==> src/rtl/uart8x_pkg.sv <==
package uart8x_pkg;

  typedef enum logic [1:0] {
    RX_IDLE = 2'd0,
    RX_DATA = 2'd1,
    RX_STOP = 2'd2,
    RX_HOLD = 2'd3
  } rx_state_t;

  function automatic int first_wait(input int osr);
    return osr + osr / 2 - 1;
  endfunction

endpackage

==> src/rtl/uart8x_sync.sv <==
module uart8x_sync #(
  parameter int   STAGES    = 2,
  parameter logic RESET_VAL = 1'b1
) (
  input  logic clk,
  input  logic rst,
  input  logic d,
  output logic q
);

  logic [STAGES-1:0] ff;

  generate
    if (STAGES == 1) begin : g_single
      always_ff @(posedge clk) begin
        if (rst) ff <= RESET_VAL;
        else     ff <= d;
      end
    end else begin : g_chain
      always_ff @(posedge clk) begin
        if (rst) ff <= {STAGES{RESET_VAL}};
        else     ff <= {ff[STAGES-2:0], d};
      end
    end
  endgenerate

  assign q = ff[STAGES-1];

endmodule

==> src/rtl/uart8x_bittimer.sv <==
module uart8x_bittimer #(
  parameter int OSR = 8
) (
  input  logic clk,
  input  logic rst,
  input  logic tick,
  input  logic load_first,
  input  logic load_next,
  output logic expire
);

  localparam int FIRST = uart8x_pkg::first_wait(OSR);
  localparam int NEXT  = OSR - 1;
  localparam int CNT_W = $clog2(FIRST + 1);

  logic [CNT_W-1:0] cnt;

  always_ff @(posedge clk) begin
    if (rst) begin
      cnt <= '0;
    end else if (tick) begin
      if (load_first)      cnt <= CNT_W'(FIRST);
      else if (load_next)  cnt <= CNT_W'(NEXT);
      else if (cnt != '0)  cnt <= cnt - 1'b1;
    end
  end

  assign expire = tick && (cnt == '0);

endmodule

==> src/rtl/uart8x_shifter.sv <==
module uart8x_shifter #(
  parameter int WIDTH = 8
) (
  input  logic             clk,
  input  logic             rst,
  input  logic             shift_en,
  input  logic             bit_in,
  output logic [WIDTH-1:0] word
);

  generate
    if (WIDTH == 1) begin : g_one
      always_ff @(posedge clk) begin
        if (rst)           word <= '0;
        else if (shift_en) word <= bit_in;
      end
    end else begin : g_many
      always_ff @(posedge clk) begin
        if (rst)           word <= '0;
        else if (shift_en) word <= {bit_in, word[WIDTH-1:1]};
      end
    end
  endgenerate

endmodule

==> src/rtl/uart8x_sticky.sv <==
module uart8x_sticky (
  input  logic clk,
  input  logic rst,
  input  logic set,
  input  logic clr,
  output logic q
);

  always_ff @(posedge clk) begin
    if (rst)      q <= 1'b0;
    else if (clr) q <= 1'b0;
    else if (set) q <= 1'b1;
  end

endmodule

==> src/rtl/uart8x_rx.sv <==
module uart8x_rx #(
  parameter int DATA_BITS   = 8,
  parameter int OSR         = 8,
  parameter int SYNC_STAGES = 2
) (
  input  logic                 clk,
  input  logic                 rst,
  input  logic                 line_in,
  input  logic                 tick_en,
  input  logic                 err_clear,
  output logic [DATA_BITS-1:0] rx_byte,
  output logic                 rx_strobe,
  output logic                 rx_fault
);

  import uart8x_pkg::*;

  localparam int BIT_W = (DATA_BITS > 1) ? $clog2(DATA_BITS) : 1;
  localparam logic [BIT_W-1:0] LAST_BIT = BIT_W'(DATA_BITS - 1);

  rx_state_t            state;
  logic [BIT_W-1:0]     bit_cnt;
  logic                 line_s;
  logic                 expire;
  logic                 detect;
  logic                 samp_data;
  logic                 samp_stop;
  logic                 stop_ok;
  logic                 stop_bad;
  logic [DATA_BITS-1:0] shift_word;

  uart8x_sync #(
    .STAGES    (SYNC_STAGES),
    .RESET_VAL (1'b1)
  ) u_sync (
    .clk (clk),
    .rst (rst),
    .d   (line_in),
    .q   (line_s)
  );

  assign detect    = tick_en && (state == RX_IDLE) && !line_s;
  assign samp_data = expire && (state == RX_DATA);
  assign samp_stop = expire && (state == RX_STOP);
  assign stop_ok   = samp_stop && line_s;
  assign stop_bad  = samp_stop && !line_s;

  uart8x_bittimer #(
    .OSR (OSR)
  ) u_timer (
    .clk        (clk),
    .rst        (rst),
    .tick       (tick_en),
    .load_first (detect),
    .load_next  (samp_data),
    .expire     (expire)
  );

  uart8x_shifter #(
    .WIDTH (DATA_BITS)
  ) u_shift (
    .clk      (clk),
    .rst      (rst),
    .shift_en (samp_data),
    .bit_in   (line_s),
    .word     (shift_word)
  );

  uart8x_sticky u_fault (
    .clk (clk),
    .rst (rst),
    .set (stop_bad),
    .clr (err_clear),
    .q   (rx_fault)
  );

  // frame sequencing
  always_ff @(posedge clk) begin
    if (rst) begin
      state   <= RX_IDLE;
      bit_cnt <= '0;
    end else begin
      case (state)
        RX_IDLE: begin
          if (detect) begin
            state   <= RX_DATA;
            bit_cnt <= '0;
          end
        end
        RX_DATA: begin
          if (samp_data) begin
            bit_cnt <= bit_cnt + 1'b1;
            if (bit_cnt == LAST_BIT) state <= RX_STOP;
          end
        end
        RX_STOP: begin
          if (samp_stop) state <= line_s ? RX_IDLE : RX_HOLD;
        end
        RX_HOLD: begin
          if (tick_en && line_s) state <= RX_IDLE;
        end
        default: state <= RX_IDLE;
      endcase
    end
  end

  // registered byte output
  always_ff @(posedge clk) begin
    if (rst) begin
      rx_strobe <= 1'b0;
      rx_byte   <= '0;
    end else begin
      rx_strobe <= stop_ok;
      if (stop_ok) rx_byte <= shift_word;
    end
  end

endmodule

==> config.mk <==
export PLATFORM = sky130hd
export DESIGN_NAME = uart8x_rx
export DESIGN_NICKNAME = d
export VERILOG_FILES = /design/src/rtl/uart8x_pkg.sv /design/src/rtl/uart8x_sync.sv /design/src/rtl/uart8x_bittimer.sv /design/src/rtl/uart8x_shifter.sv /design/src/rtl/uart8x_sticky.sv /design/src/rtl/uart8x_rx.sv
export SDC_FILE = /design/constraint.sdc
export NUM_CORES = 1
export LEC_CHECK = 0
export BUFFER_PORTS_ARGS = -buffer_cell sky130_fd_sc_hd__buf_2
export CAP_MARGIN = 40
export CORE_ASPECT_RATIO = 1.4
export CORE_MARGIN = 2
export CORE_UTILIZATION = 56
export DETAILED_ROUTE_END_ITERATION = 8
export GPL_ROUTABILITY_DRIVEN = 1
export GPL_TIMING_DRIVEN = 0
export PLACE_DENSITY = 0.81
export SLEW_MARGIN = 30
export SYNTH_ARGS = -nofsm -noshare
export SYNTH_HDL_FRONTEND = slang
export SYNTH_SLANG_ARGS = --single-unit
==> constraint.sdc <==
create_clock -name clk -period 1.7 [get_ports clk]
set_input_delay 0.51 -clock clk [delete_from_list [all_inputs] [get_ports clk]]
set_output_delay 0.51 -clock clk [all_outputs]
set_load 0.005 [all_outputs]
==> results by group <==
Clock network
  • Num CTS Buffers: 5
  • CTS Root Cell: clkbuf_4
  • Clk_lat worst skew: approximately 0.32 ns
  • Max clock buf depth: 2
  • Clock-pin transition on the worst setup and hold timing paths: ~0.08 ns
  • Clock sinks: 29
  • Hold-fix buffers, CTS: 0
  • CTS tree: done
  • # H-tree levels: 2

Timing
  • Clock Skew: ~0.0054 ns
  • Final hold vios: 0
  • Slew @ Worst Pin: between 0.4 and 0.5 ns
  • Final worst path period share: 0.946
  • Final worst slack: between 0.09 and 0.1 ns
  • Slew HR: 0.697
  • Setup TNS: 0 ns
  • Fmax: between 600 and 700 MHz
  • # setup viols final: 0
  • Unrepaired setup endpoints after global routing: no
  • Post-layout min period: between 1.5 and 2 ns
  • Fin. max-slew vios: 0

Layout
  • Non-filler cells, final: 180
  • Share of layout cells above drive strength 1: 0.259
  • Layout area overhead: 12.7%
  • Core Util, Final: 0.667
  • # diodes: 0
  • Final layout net count: 167

Critical path
  • Worst setup SP type: flop
  • Setup crit end kind: flop
  • Reg2reg end: bit_cnt[1]$_SDFFE_PP0P_
  • R2R depth: 7
  • Reg2reg setup slack: a little over 0.09 ns
  • Reg-to-reg startpoint: u_timer.cnt[0]$_SDFFE_PP0P_
  • CP max FO: 10
  • Worst Path Required: approximately 1.9 ns
  • CP Class: reg2reg
  • WP data arrival: between 1.5 and 2 ns

Placement
  • DP HPWL: about 1800 um
  • Pre-CTS setup slack: ~0.022 ns
  • Gp weighted congestion: 0.838
  • Placed cell count: 172
  • Port Buffers: 14

Pwr
  • Logic pwr share: 0.188
  • Final Total Pwr: between 1 and 1.5 mW
  • Int Pwr: 1.03 mW
  • Sw Share: 0.273
  • Clock power frac: 0.292
  • Cell Pwr Density: approximately 1000 nW/um^2
  • Net Sw Power: roughly 0.38 mW
  • Leak pwr: roughly 0.65 nW
  • Max VDD drop: approximately 0.84 mV
  • Seq pwr share: 0.521

Global route
  • GR Overflow Total: 0
  • Tot GR Track Use: 0.237
  • Largest net degree at the start of global routing: 11
  • Vias in the first global route: about 1,100
  • Initial antenna violation count: 0
  • First-pass GRT wire length: 4550 um

Synth
  • Synth Area in Simple Gates: 0.242
  • Largest area contributor in the netlist: dfxtp_1
  • Count of different cell masters after synthesis: 36
  • Xor/xnor share of the synthesized area: 0
  • Synth warnings: 0
  • Synthesized instance count: 136
  • Post-synth top area share: 0.450
  • Mapped Nets: about 150
  • Post-synthesis compound-gate area fraction: 0.149
  • Mux contribution to synthesized area: 0.0621
  • Synth top area cells: dfxtp_1 (45%), mux2i_1 (6.2%), nand2_1 (5.8%)
  • Largest family of logic cells by synthesized area: simple AND/OR/NAND/NOR gates
  • Post-Synth Adder-Cell Area: 0.0388
  • Synthesized area per cell: ~9.5 sq um
  • Synthesized flop and latch total: 29
  • Mapped Area: roughly 1300 sq um
  • Part of the Yosys area used for sequential elements: 0.450

Run
  • MaxCap Viol Count: 0

Run status
  • Status: completed

Floorplan
  • Top Ports: 15
  • Starting Density: 0.592
  • # rows: 20
  • Die ar.: approximately 2700 sq um
  • Die Width: roughly 45 um
  • Core ar.: around 2200 sq um
  • Die height: between 60 and 70 um

Drt
  • Vias per inst: roughly 5.9
  • Routed wire per std cell: between 10 and 15 um
  • DRC: 0
  • DRT Wirelength: 2550 um
  • 1st-iter DRT viols: 30
  • DR pass1 iterations: 5
  • Routed via count: 1,063
  • Post-route ant nets: 0

Min path
  • Hold Path Class: in2reg
  • HP Start: err_clear
  • Hold Path Depth: 2
  • WHS Endpoint: u_fault.q$_SDFFE_PP0P_
## synthesized netlist by cell type
cell	instances
nand2b_1	2
nor3_1	2
buf_4	2
nor4b_1	1
nor3_2	1
mux2i_1	8
nand4b_1	1
a21o_1	1
dfxtp_1	29
nand3_2	1
a221oi_1	1
o21bai_1	1
clkbuf_1	2
or2_2	2
a211oi_2	1
o211a_1	2
clkbuf_2	1
nand2_1	20
nor4b_4	1
and4bb_4	1
a31oi_1	3
nor2_1	13
nor2b_1	2
o21a_1	1
and4b_2	1
inv_1	4
o32ai_2	1
buf_2	2
and3_4	1
and4b_1	1
buf_6	2
o211ai_2	1
nand3b_1	4
o21ai_0	2
a21oi_1	14
ha_1	4
## area by class of cell
cell class | count | area, sq um
Clock buffer | 7 | 55.1
Buffer | 9 | 60.1
Fill cell | 175 | 724
Sequential cell | 29 | 582
Tap cell | 22 | 27.5
Timing Repair Buffer | 15 | 77.6
Inverter | 4 | 15.0
Multi-Input combinational cell | 94 | 636
## per-stage QoR
| step | instance area [sq um] | hold WS (ns) |
|---|---|---|
| after global routing | 1450 | 0.319 |
| final | 1450 | 0.352 |
| after global placement | 1390 | 0.395 |
| after detailed placement | 1390 | 0.396 |
| after floorplan | 1290 | 0.389 |
| after CTS | 1440 | 0.338 |
## layout by cell type (no fill, tap or decap), types with 2 or more instances in the layout
cell type and n:
o211a_1 2, buf_6 2, or2_2 2, mux2i_1 8, dfxtp_1 28, nor3_1 2, clkbuf_4 5, clkbuf_1 3
a21oi_1 14, ha_1 3, nand2b_1 2, a31oi_1 3, buf_4 3, buf_2 16, nand3b_1 4, nor2_1 13
nor2b_1 2, nand2_1 20, o21ai_0 2, inv_1 4
## critical path, stage by stage (launching register included)
cell and delay (ns):
dfxtp_2 0.34, inv_1 0.08, ha_2 0.20, and4bb_4 0.30, nand3_2 0.14, buf_2 0.22
nand3b_1 0.11, a21oi_1 0.07
## worst max path at each step
stage | startpoint | to | cells after the start
after CTS | u_timer.cnt[0]$_SDFFE_PP0P_ | u_timer.cnt[3]$_SDFFE_PP0P_ | 6
after global routing | u_timer.cnt[0]$_SDFFE_PP0P_ | rx_byte[4]$_SDFFE_PP0P_ | 7
after global placement | u_timer.cnt[0]$_SDFFE_PP0P_ | u_timer.cnt[3]$_SDFFE_PP0P_ | 6
final | u_timer.cnt[0]$_SDFFE_PP0P_ | bit_cnt[1]$_SDFFE_PP0P_ | 7
after floorplan | u_timer.cnt[0]$_SDFFE_PP0P_ | u_timer.cnt[3]$_SDFFE_PP0P_ | 6
after detailed placement | u_timer.cnt[0]$_SDFFE_PP0P_ | u_timer.cnt[3]$_SDFFE_PP0P_ | 6
## power groups by stage
stage                     clock network, mW  registers, mW  logic, mW
after floorplan                           0          0.742      0.205
after global placement                    0          0.747      0.237
after detailed placement                  0          0.750      0.248
after CTS                             0.424          0.734      0.253
after global routing                  0.462          0.737      0.297
final                                 0.412          0.735      0.265
## sequential cells by signal (all words and copies together) (netlist names)
name / cells
u_shift.word: 8
state: 2
u_sync.ff: 2
rx_strobe: 1
u_timer.cnt: 4
rx_byte: 8
bit_cnt: 3
u_fault.q: 1
## what timing repair did
action                                  CTS  global route
buffers inserted                          0             1
resized for setup                         0             2
endpoints found under the hold margin     0             0
endpoints found under the setup margin    0            16
## layer usage
metal / routed length [um] / GRT usage / up-vias
met4: 119 / 0.165 / 0
met3: 134 / 0.0952 / 16
met1: 975 / 0.234 / 499
met2: 1320 / 0.400 / 35
li1: - / - / 513
met5: 0 / 0 / -
## cell families (layout without fill, tap and decap cells)
group | Yosys count | count (layout)
multiplexers | 8 | 8
buffers and inverters | 13 | 35
adder cells (fa/ha/maj) | 4 | 4
AND/OR/NAND/NOR | 54 | 54
flip-flops | 29 | 29
AO/OA/AOI/OAI | 28 | 28
No activity file was read; power rests on OpenSTA's default activity.
